--- src/rtl/dec_cnt_pkg.sv ---
// Shared constants and types for the decade event counter.
package dec_cnt_pkg;
    localparam int unsigned BCD_W = 4;
    typedef logic [BCD_W-1:0] bcd_t;
    localparam bcd_t BCD_TOP  = 4'd9;
    localparam bcd_t BCD_ZERO = 4'd0;
endpackage

--- src/rtl/edge_sync.sv ---
// Synchronizes an asynchronous input into the clk domain and flags each
// falling edge with a one-cycle pulse.
// Assumes: the input stays at each level for at least two clk cycles.
// After reset every stage reads as high (idle level).
module edge_sync #(
    parameter int unsigned SYNC_STAGES = 2
) (
    input  logic clk,
    input  logic rst_n,
    input  logic async_i,
    output logic fall_o
);
    // Synchronizer flops plus one history flop for edge detection.
    logic [SYNC_STAGES:0] shreg;

    // Shift the input through the chain; reset loads the idle level.
    always_ff @(posedge clk) begin
        if (!rst_n) shreg <= '1;
        else        shreg <= {shreg[SYNC_STAGES-1:0], async_i};
    end

    // A falling edge shows as old-high, new-low at the chain's end.
    always_comb fall_o = shreg[SYNC_STAGES] & ~shreg[SYNC_STAGES-1];
endmodule

--- src/rtl/bcd_decade.sv ---
// One decimal decade: advances on step_i, wraps 9 -> 0, and flags the wrap
// combinationally so the next decade steps in the same cycle.
// Assumes: step_i is a single-cycle enable in the clk domain.
module bcd_decade
    import dec_cnt_pkg::*;
(
    input  logic clk,
    input  logic rst_n,
    input  logic step_i,
    output bcd_t digit_o,
    output logic wrap_o
);
    // Wrap when stepping from the top digit.
    always_comb wrap_o = step_i && (digit_o == BCD_TOP);

    // Digit register: clear on reset, wrap or increment on step.
    always_ff @(posedge clk) begin
        if (!rst_n)      digit_o <= BCD_ZERO;
        else if (wrap_o) digit_o <= BCD_ZERO;
        else if (step_i) digit_o <= digit_o + 1'b1;
    end
endmodule

--- src/rtl/overflow_stage.sv ---
// Turns the top decade's wrap into a sticky half-digit and a one-cycle
// active-low carry pulse.
// Assumes: wrap_i is a single-cycle pulse.
module overflow_stage (
    input  logic clk,
    input  logic rst_n,
    input  logic wrap_i,
    output logic half_o,
    output logic carry_n_o
);
    // Sticky half-digit; only reset clears it.
    always_ff @(posedge clk) begin
        if (!rst_n)      half_o <= 1'b0;
        else if (wrap_i) half_o <= 1'b1;
    end

    // Carry is low for the single cycle after a full rollover.
    always_ff @(posedge clk) begin
        if (!rst_n) carry_n_o <= 1'b1;
        else        carry_n_o <= ~wrap_i;
    end
endmodule

--- src/rtl/decade_event_counter.sv ---
// Top: synchronized falling-edge counter of NUM_DEC BCD decades plus an
// overflow half-digit and a cascade carry.
// Assumes: inhibit_n_i is synchronous to clk; count_i may be asynchronous
// but changes slower than half the clk rate.
module decade_event_counter
    import dec_cnt_pkg::*;
#(
    parameter int unsigned NUM_DEC     = 4,
    parameter int unsigned SYNC_STAGES = 2
) (
    input  logic                     clk,
    input  logic                     rst_n,
    input  logic                     count_i,
    input  logic                     inhibit_n_i,
    output logic [NUM_DEC*BCD_W-1:0] digits_o,
    output logic                     half_o,
    output logic                     carry_n_o
);
    localparam int unsigned DW = NUM_DEC * BCD_W;

    logic               fall;
    logic [NUM_DEC:0]   step;
    logic [DW-1:0]      digits;

    edge_sync #(.SYNC_STAGES(SYNC_STAGES)) u_sync (
        .clk    (clk),
        .rst_n  (rst_n),
        .async_i(count_i),
        .fall_o (fall)
    );

    // Inhibit gates only the first stage's step, not the edge detector.
    always_comb step[0] = fall & inhibit_n_i;

    // Decade chain: each wrap steps the next decade in the same cycle.
    for (genvar k = 0; k < NUM_DEC; k++) begin : g_dec
        bcd_decade u_dec (
            .clk    (clk),
            .rst_n  (rst_n),
            .step_i (step[k]),
            .digit_o(digits[k*BCD_W +: BCD_W]),
            .wrap_o (step[k+1])
        );
    end

    overflow_stage u_ovf (
        .clk      (clk),
        .rst_n    (rst_n),
        .wrap_i   (step[NUM_DEC]),
        .half_o   (half_o),
        .carry_n_o(carry_n_o)
    );

    // Expose digits.
    always_comb digits_o = digits;
endmodule

--- config.mk ---
export PLATFORM = sky130hd
export DESIGN_NAME = decade_event_counter
export DESIGN_NICKNAME = d
export VERILOG_FILES = /design/src/rtl/dec_cnt_pkg.sv /design/src/rtl/edge_sync.sv /design/src/rtl/bcd_decade.sv /design/src/rtl/overflow_stage.sv /design/src/rtl/decade_event_counter.sv
export SDC_FILE = /design/constraint.sdc
export NUM_CORES = 1
export LEC_CHECK = 0
export BUFFER_PORTS_ARGS = -buffer_cell sky130_fd_sc_hd__buf_4
export CORE_UTILIZATION = 56
export CTS_CLUSTER_SIZE = 25
export DETAILED_ROUTE_END_ITERATION = 12
export PLACE_DENSITY = 0.85
export SLEW_MARGIN = 20
export SYNTH_ARGS = -nofsm -noshare
export SYNTH_HDL_FRONTEND = slang
export SYNTH_SLANG_ARGS = --single-unit
--- constraint.sdc ---
create_clock -name clk -period 3.05 [get_ports clk]
set_input_delay 0.61 -clock clk [delete_from_list [all_inputs] [get_ports clk]]
set_output_delay 0.61 -clock clk [all_outputs]
set_load 0.03 [all_outputs]
==> metrics.yaml <==
status:
  outcome: "finished with violations"
  failed_checks: "DRC"
worst_setup_path:
  worstPathMaxFanout: 9
  arrival_ns: 2.00
  crit_family: "simple AND/OR/NAND/NOR gates"
  crit_slowest_cell: "dfxtp_1"
  crit_buf_inv: 0
  reg2reg_depth: 5
  cp-start-kind: "register"
  path_class: "reg -> reg"
  rrSetupSlack_ns: 1.28
  timing.critical_path.cells: "ha_1 -> and3b_1 -> nand4_4 -> or4_1 -> a21boi_1"
  critPathMaxStageDelay_ns: 0.42
  crit_path_end_kind: "register"
  reg2reg_to: "g_dec[3].u_dec.digit_o[2]"
  cp_data_required_time_ns: 3.28
  reg2reg_from: "g_dec[1].u_dec.digit_o[0]"
drt:
  drc: 2
  wl_um: 1710
  dr.pass1.iters: 7
  via_per_inst: 5.17
  num_vias: 786
  wl_per_cell_um: 11.2
  ant_nets: 0
  drt_iter0_markers: 7
timing:
  rsz0062_at_grt: "no"
  max_freq_mhz: 564
  slew_headroom_pct: 77.8
  finalCritPeriodShare_pct: 58.1
  drv_slew: 0
  tightest_slew_ns: 0.334
  finClkSkew_ns: 0.00289
  finalCriticalPeriod_ns: 1.77
  setup-violations-final: 0
  setup_tns_ns: 0
  hold_viol: 0
  hold_slack_ns: 0.426
synth:
  synth-adder-area-share_pct: 9.80
  yosys.area.top_type_share_pct: 41.2
  avgSynthCellArea_um2: 9.63
  synth-compound-area-share_pct: 9.93
  syn-cell-area_um2: 1020
  synthMuxAreaShare_pct: 4.90
  ys_types: 32
  ys_seq_elements: 21
  synth_area_leaders: "dfxtp_1 (41%), ha_1 (9.8%), mux2i_1 (4.9%)"
  syn_inst: 106
  yosysWarnings: 0
  synthXorXnorAreaFrac_pct: 2.57
  yosysSeqAreaShare_pct: 41.2
  yosysTopAreaCell: "dfxtp_1"
  synth_nets: 118
  synth-simple-area-share_pct: 26.7
  synth_top_family_by_area: "simple AND/OR/NAND/NOR gates"
placed_design:
  place_inst: 148
  dpl-instance-area_um2: 1180
  gp_congestion: 0.750
  hpwl_um: 1320
  io_buffer_count: 21
power:
  vdd_drop_max_v: 0.000209
  powerDensity_nw_per_um2: 349
  p_leak_nw: 0.563
clocking:
  cts_tree: "built"
  cts_hold_buf: 0
  clock_sinks: 21
  insertion_delay_ns: 0.29
  cts_buffer_depth: 2
  cts_setup_buffers: 0
  ctsRootBufferMaster: "clkbuf_4"
  cts_max_level: 1
  numCtsBuffers: 3
  cts_resized: 0
  clk_pin_slew_ns: 0.11
floorplan:
  die_w_um: 44.7
  row_count: 15
  io_pins: 22
  fp.dieArea_um2: 2000
  core-area_um2: 1730
  initial_utilization_pct: 59.1
  die_y_um: 44.7
finish:
  final_area_um2: 1210
  n_antenna_cell: 0
  drive_gt1_share_pct: 24.4
  fin_cells: 152
  syn2layout_area_growth_pct: 18.5
  nFillCells: 163
  final_core_util_pct: 70.1
  fin_nets: 140
global_route:
  grt_pass1_vias: 716
  grt_first_pass_wirelength_um: 3050
  grt_start_max_net_pins: 19
  antenna_found_initial: 0
  grt_usage_pct: 20.4
  grt_overflow: 0
job:
  cap_violations: 0
hold_path:
  worstHoldPathCells: 1
  min_to: "u_sync.shreg[1]"
  hold_path_class: "reg -> reg"
  hp-start: "u_sync.shreg[0]"
## logic make-up (layout without fill, tap and decap cells)
group | Yosys count | count (layout)
simple gates | 45 | 45
flops | 21 | 21
compound gates | 14 | 14
buf+inv | 10 | 31
fa+ha+maj | 8 | 8
mux | 5 | 5
xor+xnor | 3 | 3
## how the worst max path moves through the flow
stage                               from                   endpoint  slack, ns  cells after the start
6_report       g_dec[1].u_dec.digit_o[0]  g_dec[3].u_dec.digit_o[2]       1.28                      5
5_1_grt        g_dec[1].u_dec.digit_o[0]  g_dec[3].u_dec.digit_o[2]       1.10                      5
4_1_cts        g_dec[1].u_dec.digit_o[0]  g_dec[3].u_dec.digit_o[2]       1.27                      5
3_5_place_dp                 inhibit_n_i  g_dec[3].u_dec.digit_o[2]       1.20                      5
3_3_place_gp                 inhibit_n_i  g_dec[3].u_dec.digit_o[2]       1.27                      5
2_1_floorplan  g_dec[1].u_dec.digit_o[0]  g_dec[3].u_dec.digit_o[2]       1.30                      6
## synth_stat cells
library cell / instances
nor2_1: 8
dfxtp_1: 21
a31o_2: 1
and3b_2: 2
nor2b_1: 5
inv_1: 6
or4_1: 1
buf_2: 1
o21a_1: 1
a21boi_1: 5
clkbuf_1: 1
xor2_1: 2
nand2b_1: 3
and3_2: 1
ha_1: 8
xnor2_1: 1
o2111ai_1: 1
and3b_1: 3
mux2i_1: 5
a211oi_1: 1
buf_6: 1
a21oi_1: 1
and4b_1: 1
nand3_1: 4
and3_1: 2
o221a_2: 1
o21ai_0: 3
nand2_1: 8
nand4_4: 1
nand4_1: 2
or3_1: 4
buf_4: 1
## layout by cell type, fill, tap and decap left out
cell       instances
and3_2             1
nor2_1             8
xor2_1             2
nand3_1            4
a211oi_1           1
nand4_1            2
xnor2_1            1
clkbuf_4           3
and3b_2            2
and4b_1            1
nand4_4            1
or4_1              1
and3_1             2
a21oi_1            1
buf_4             21
ha_1               8
mux2i_1            5
o221a_2            1
nand2_1            8
a21boi_1           5
clkinv_2           1
nor2b_1            5
nand2b_1           3
o21a_1             1
or3_1              4
o2111ai_1          1
and3b_1            3
inv_1              6
a31o_2             1
o21ai_0            3
dfxtp_1           21
## stage by stage
step	total power, mW	worst slack (ns)
after detailed placement	0.301	1.20
after global placement	0.301	1.27
final	0.422	1.28
after global routing	0.439	1.10
after CTS	0.428	1.27
after floorplan	0.294	1.30
## worst reg2reg max path: stages (launching register included)
cell and delay [ns]:
dfxtp_1 0.42, ha_1 0.17, and3b_1 0.36, nand4_4 0.19, or4_1 0.42, a21boi_1 0.15
## where the power goes
part	total, mW	switching, mW	internal, mW
clock	0.127	0.0787	0.0487
combinational	0.0165	0.00862	0.00785
sequential	0.278	0.00167	0.277
## state kept, by name, indices dropped and copies added, names as in the netlist
signal and cells:
u_ovf.half_o 1, g_dec.u_dec.digit_o 16, u_sync.shreg 3, u_ovf.carry_n_o 1
## metal layers
metal | global-route usage [%] | share of wire, % | vias to the layer above
met4 | 6.06 | 0.70 | 0
met2 | 34.7 | 48 | 18
li1 | - | - | 408
met3 | 4.00 | 4.3 | 2
met1 | 26.1 | 47 | 358
met5 | 0 | 0 | -
## area by class of cell
cell class	count	area, um2	share of cell area, %
multi-input combinational	75	551	45.5
tap	25	31.3	2.59
inverter	6	22.5	1.86
clock inverter	1	5.00	0.414
sequential	21	420	34.7
clock buffer	3	22.5	1.86
timing repair buffer	21	158	13.0
No activity file was read; power rests on OpenSTA's default activity.
